`src/rtl/pchg_pkg.sv`:
```
package pchg_pkg;
   // control bits that follow the capacitor selectors in the enable vector
   localparam int LEG_A_OFS   = 0;  // bridge leg, unused during precharge
   localparam int LEG_BB_OFS  = 1;  // backbone route leg
   localparam int LEG_C_OFS   = 2;  // bridge leg, unused during precharge
   localparam int LEG_SUP_OFS = 3;  // supporting route leg
   localparam int RET_OFS     = 4;  // supporting return switch
   localparam int ISO_OFS     = 5;  // source isolation pair
   localparam int CTRL_BITS   = 6;

   typedef enum logic [2:0] {
      PS_IDLE,
      PS_SETTLE,
      PS_CHARGE,
      PS_GAP,
      PS_DONE
   } pchg_state_e;
endpackage

```
`src/rtl/pchg_sync.sv`:
```
module pchg_sync #(
   parameter int STAGES = 2
) (
   input  logic clk,
   input  logic rst_n,
   input  logic d_i,
   output logic q_o
);
   logic [STAGES-1:0] chain;

   always_ff @(posedge clk or negedge rst_n) begin
      if (!rst_n) chain <= '0;
      else        chain <= {chain[STAGES-2:0], d_i};
   end

   assign q_o = chain[STAGES-1];
endmodule

```
`src/rtl/pchg_step_rom.sv`:
```
module pchg_step_rom #(
   parameter int NUM_SUP   = 6,
   parameter int NUM_BB    = 2,
   parameter int REF_W     = 8,
   parameter int NOM_CODE  = 200,
   parameter int BB_TENTHS = 4,
   localparam int NUM_CAP  = NUM_SUP + NUM_BB,
   localparam int IDX_W    = $clog2(NUM_CAP),
   localparam int SW_W     = NUM_CAP + pchg_pkg::CTRL_BITS
) (
   input  logic [IDX_W-1:0] step_i,
   output logic [SW_W-1:0]  pat_o,
   output logic [REF_W-1:0] code_o,
   output logic             zero_o
);
   import pchg_pkg::*;

   localparam int BB_RT_B  = NUM_CAP + LEG_BB_OFS;
   localparam int SUP_RT_B = NUM_CAP + LEG_SUP_OFS;
   localparam int RET_B    = NUM_CAP + RET_OFS;
   localparam int ISO_B    = NUM_CAP + ISO_OFS;

   logic [SW_W-1:0]  tbl_pat  [NUM_CAP];
   logic [REF_W-1:0] tbl_code [NUM_CAP];
   logic             tbl_zero [NUM_CAP];

   for (genvar i = 0; i < NUM_CAP; i++) begin : g_step
      localparam bit IS_SUP = (i < NUM_SUP);
      localparam int TENTHS = IS_SUP ? (NUM_SUP - 1 - i) : BB_TENTHS;
      localparam logic [SW_W-1:0] ROUTE = IS_SUP ?
         ((SW_W'(1) << SUP_RT_B) | (SW_W'(1) << RET_B)) : (SW_W'(1) << BB_RT_B);
      localparam logic [SW_W-1:0] PAT = (SW_W'(1) << i) | (SW_W'(1) << ISO_B) | ROUTE;
      assign tbl_pat[i]  = PAT;
      assign tbl_code[i] = REF_W'((NOM_CODE * TENTHS) / 10);
      assign tbl_zero[i] = (TENTHS == 0);
   end

   assign pat_o  = tbl_pat[step_i];
   assign code_o = tbl_code[step_i];
   assign zero_o = tbl_zero[step_i];
endmodule

```
`src/rtl/pchg_ctrl.sv`:
```
module pchg_ctrl #(
   parameter int NUM_CAP    = 8,
   parameter int SETTLE_CYC = 2,
   localparam int IDX_W     = $clog2(NUM_CAP),
   localparam int CNT_W     = $clog2(SETTLE_CYC + 1)
) (
   input  logic             clk,
   input  logic             rst_n,
   input  logic             start_i,
   input  logic             reached_s_i,
   input  logic             zero_tgt_i,
   output logic [IDX_W-1:0] step_o,
   output logic             active_o,
   output logic             done_o
);
   import pchg_pkg::*;

   pchg_state_e      state_q, state_d;
   logic [IDX_W-1:0] step_q, step_d;
   logic [CNT_W-1:0] cnt_q, cnt_d;
   logic             last_step;

   assign last_step = (step_q == IDX_W'(NUM_CAP - 1));

   always_comb begin
      state_d = state_q;
      step_d  = step_q;
      cnt_d   = cnt_q;
      unique case (state_q)
         PS_IDLE: if (start_i) begin
            state_d = PS_SETTLE;
            step_d  = '0;
            cnt_d   = '0;
         end
         PS_SETTLE: begin
            if (zero_tgt_i)                             state_d = last_step ? PS_DONE : PS_GAP;
            else if (cnt_q == CNT_W'(SETTLE_CYC - 1))   state_d = PS_CHARGE;
            else                                        cnt_d   = cnt_q + 1'b1;
         end
         PS_CHARGE: if (reached_s_i) state_d = last_step ? PS_DONE : PS_GAP;
         PS_GAP: begin
            state_d = PS_SETTLE;
            step_d  = step_q + 1'b1;
            cnt_d   = '0;
         end
         PS_DONE: state_d = PS_DONE;
         default: state_d = PS_IDLE;
      endcase
   end

   always_ff @(posedge clk or negedge rst_n) begin
      if (!rst_n) begin
         state_q <= PS_IDLE;
         step_q  <= '0;
         cnt_q   <= '0;
      end else begin
         state_q <= state_d;
         step_q  <= step_d;
         cnt_q   <= cnt_d;
      end
   end

   assign step_o   = step_q;
   assign active_o = (state_q == PS_SETTLE) || (state_q == PS_CHARGE);
   assign done_o   = (state_q == PS_DONE);
endmodule

```
`src/rtl/pchg_seq.sv`:
```
module pchg_seq #(
   parameter int NUM_SUP     = 6,
   parameter int NUM_BB      = 2,
   parameter int REF_W       = 8,
   parameter int NOM_CODE    = 200,
   parameter int BB_TENTHS   = 4,
   parameter int SYNC_STAGES = 2,
   parameter int SETTLE_CYC  = 2
) (
   input  logic                                              clk,
   input  logic                                              rst_n,
   input  logic                                              start_i,
   input  logic                                              reached_i,
   output logic [NUM_SUP+NUM_BB+pchg_pkg::CTRL_BITS-1:0]     sw_en_o,
   output logic [REF_W-1:0]                                  ref_code_o,
   output logic [$clog2(NUM_SUP+NUM_BB)-1:0]                 cap_idx_o,
   output logic                                              done_o
);
   localparam int NUM_CAP = NUM_SUP + NUM_BB;
   localparam int IDX_W   = $clog2(NUM_CAP);
   localparam int SW_W    = NUM_CAP + pchg_pkg::CTRL_BITS;

   initial begin
      if (SYNC_STAGES < 2)          $fatal(1, "pchg_seq: SYNC_STAGES must be at least 2");
      if (SETTLE_CYC < SYNC_STAGES) $fatal(1, "pchg_seq: SETTLE_CYC must cover the synchronizer depth");
      if (NUM_CAP != (1 << IDX_W))  $fatal(1, "pchg_seq: capacitor count must be a power of two");
      if (NOM_CODE * 10 / 10 >= (1 << REF_W) * 2) $fatal(1, "pchg_seq: NOM_CODE too wide for REF_W");
   end

   logic             reached_s;
   logic             zero_tgt;
   logic             active;
   logic [IDX_W-1:0] step;
   logic [SW_W-1:0]  step_pat;
   logic [REF_W-1:0] step_code;

   pchg_sync #(.STAGES(SYNC_STAGES)) u_sync (
      .clk   (clk),
      .rst_n (rst_n),
      .d_i   (reached_i),
      .q_o   (reached_s)
   );

   pchg_step_rom #(
      .NUM_SUP   (NUM_SUP),
      .NUM_BB    (NUM_BB),
      .REF_W     (REF_W),
      .NOM_CODE  (NOM_CODE),
      .BB_TENTHS (BB_TENTHS)
   ) u_rom (
      .step_i (step),
      .pat_o  (step_pat),
      .code_o (step_code),
      .zero_o (zero_tgt)
   );

   pchg_ctrl #(
      .NUM_CAP    (NUM_CAP),
      .SETTLE_CYC (SETTLE_CYC)
   ) u_ctrl (
      .clk         (clk),
      .rst_n       (rst_n),
      .start_i     (start_i),
      .reached_s_i (reached_s),
      .zero_tgt_i  (zero_tgt),
      .step_o      (step),
      .active_o    (active),
      .done_o      (done_o)
   );

   assign sw_en_o    = active ? step_pat  : '0;
   assign ref_code_o = active ? step_code : '0;
   assign cap_idx_o  = step;
endmodule

```
`config.mk`:
```
export PLATFORM = sky130hd
export DESIGN_NAME = pchg_seq
export DESIGN_NICKNAME = d
export VERILOG_FILES = /design/src/rtl/pchg_pkg.sv /design/src/rtl/pchg_sync.sv /design/src/rtl/pchg_step_rom.sv /design/src/rtl/pchg_ctrl.sv /design/src/rtl/pchg_seq.sv
export SDC_FILE = /design/constraint.sdc
export NUM_CORES = 1
export LEC_CHECK = 0
export ABC_AREA = 1
export CORE_UTILIZATION = 40
export CTS_CLUSTER_DIAMETER = 40
export CTS_CLUSTER_SIZE = 28
export DETAILED_ROUTE_END_ITERATION = 7
export PLACE_DENSITY_LB_ADDON = 0.05
export SLEW_MARGIN = 20
export SYNTH_ARGS = -nofsm -noshare
export SYNTH_HDL_FRONTEND = slang
export SYNTH_SLANG_ARGS = --single-unit
```
`constraint.sdc`:
```
create_clock -name clk -period 1.41 [get_ports clk]
set_clock_uncertainty 0.05 [all_clocks]
set_input_delay 0.141 -clock clk [delete_from_list [all_inputs] [get_ports clk]]
set_output_delay 0.141 -clock clk [all_outputs]
set_load 0.01 [all_outputs]
```
==> impl_metrics.toml <==
[run_status]
status = "complete, but fails checks"
violations = "negative setup slack"

[sta]
fmax_mhz = 634
finalSetupViolations = 23
fin_ws_ns = -0.166
rsz0062_at_grt = "yes"
finalHoldViolCount = 0
fin_tns_setup_ns = -2.17
period_needed_ns = 1.58
fin_crit_sh = 1.12
slew_violations = 0

[clocking]
cts_root_buf = "clkbuf_4"
cts.hold.buffers_added = 0
numCtsBuffers = 3
cts_htree_levels = 1
clockBufferDepth = 2
cts_sinks = 10
insertion_delay_ns = 0.27
path_clk_slew_ns = 0.07
cts_tree = "built"

[floorplanning]
die_area_sq_mm = 0.00238
die_w_um = 48.8
core_area_sq_mm = 0.00200
die_y_um = 48.8
io_pins = 30
initial_core_util = 0.438
fp-row-count = 16

[cells_and_area]
final_core_util = 0.770
fin_nets = 200
most-common-layout-cells = "24 x buf_4, 18 x nand2_1, 16 x buf_2"
fillCellCount = 146
syn_to_final_growth_pct = 76.0
drive_gt1_frac = 0.568
layout_commonest_cell = "buf_4"
n_antenna_cell = 0
instances_no_fill = 210

[setup_path]
cp.required_ns = 1.22
arrival_ns = 1.39
regToRegSetupSlack_ns = -0.07
start_kind = "flop"
crit_path_max_fanout = 6
rr_endpoint = "u_ctrl.cnt_q[1]"
crit_type = "flop to output port"
cp-end-kind = "output port"
r2r.worst_path.cells = 10
r2r-start = "u_ctrl.state_q[2]"

[synthesis]
yosysSeqAreaShare = 0.286
synth_warnings = 0
synth_mux_area_frac = 0
synth-adder-area-share = 0.171
syn_area_per_cell_sq_um = 6.90
synth_xor_area_frac = 0
ys_seq_elements = 10
synth_compound_area_frac = 0.0471
netlist_instances = 127
synth_cell_type_count = 17
synth_top_family_by_area = "simple AND/OR/NAND/NOR gates"
synthSimpleGateAreaFrac = 0.316
syn_area_sq_um = 876

[job]
cap_violations = 0

[power]
switchingPower_uw = 1610
power_frac_clock = 0.065
swShare = 0.493
p_int_uw = 1660
p_per_area_mw_per_mm2 = 2120
fin_total_pwr_uw = 3270
pwr-share-seq = 0.156
leakage_uw = 0.000796
ir_worst_vdd_uv = 1280
power_frac_comb = 0.780

[place]
gp_congestion = 0.836
dp_hpwl_um = 1570
pre_cts_slack_ns = -0.306
dp_cells = 194
io_buffer_count = 24

[global_routing]
grt_overflow = 0
grt_max_degree = 11
grt_pass1_wl_um = 4210
track_usage = 0.226
grt_pass1_vias = 985
antenna_found_initial = 0

[detailed_routing]
drtAntennaViolNets = 0
wirelength_um = 2660
wl_per_cell_um = 12.7
drc_errors = 0
dr.pass1.iters = 4
num_vias = 1007
drt_iter0_markers = 12
routed_via_density = 4.80

[worst_hold_path]
hold_path_class = "input pin to asynchronous set/reset pin"
power by group through the flow:
stage               sequential [uW]  clock [uW]  combinational, uW
finish                          509         211               2550
global route                    518         229               2760
CTS                             487         218               2320
detailed placement              468           0               1960
global placement                464           0               1930
floorplan                       512           0               1030
worst max-delay path by stage:
stage / start / to
after global placement: u_ctrl.step_o[0] / sw_en_o[7]
final: u_ctrl.state_q[0] / sw_en_o[3]
after global routing: u_ctrl.state_q[0] / sw_en_o[3]
after floorplan: u_ctrl.step_o[1] / u_ctrl.cnt_q[0]
after CTS: u_ctrl.state_q[2] / ref_code_o[2]
after detailed placement: u_ctrl.step_o[0] / sw_en_o[7]
sequential cells by signal (all words and copies together), names as in the netlist:
register / count
u_ctrl.cnt_q: 2
u_sync.chain: 2
u_ctrl.state_q: 3
u_ctrl.step_o: 3
cell families after synthesis:
| group | Yosys count |
|---|---|
| other cells | 1 |
| buf+inv | 32 |
| flops | 10 |
| fa+ha+maj | 12 |
| compound gates | 8 |
| simple gates | 64 |
stage by stage:
step / area (sq um) / hold WS (ns)
after floorplan: 895 / -0.205
after global placement: 1250 / 0.295
after detailed placement: 1250 / 0.288
after CTS: 1480 / 0.159
after global routing: 1540 / 0.192
final: 1540 / 0.144
repair_timing:
action | in CTS | in global routing
gates cloned | 1 | 0
pin swaps | 14 | 8
setup endpoints to repair | 26 | 25
setup buffers | 10 | 2
gates resized for setup | 129 | 21
routing by layer:
metal / GRT usage / part of all wire
met1: 0.251 / 0.40
met2: 0.444 / 0.52
met5: 0 / 0
met4: 0.0833 / 0.046
met3: 0.0125 / 0.033
critical path, stage by stage, from the launching register on:
cell and delay (ns):
dfrtp_2 0.44, inv_2 0.08, nand3_2 0.09, nand2_4 0.13
inv_2 0.09, nor2_2 0.13, buf_2 0.15
cell type report:
class                           instances  area, sq um  share of cell area
Timing Repair Buffer                   55          415               0.269
Clock buffer                            4         26.3              0.0170
Multi-Input combinational cell         89          701               0.455
Timing Repair inverter                  1         3.75             0.00244
Tap cell                               27         33.8              0.0219
Inverter                               24          108              0.0698
Sequential cell                        10          254               0.165
synthesized netlist by cell type (all sizes together):
cell	number	area, sq um
nand3	15	80.1
o21ai	6	30.0
ha	12	150
buf	8	63.8
dfrtp	10	250
o22ai	1	6.26
nor2	22	82.6
nor3	4	25.0
nand2	23	88.8
conb	1	3.75
a21oi	1	5.00
inv	24	90.1
Power figures use the tool's default switching activity.
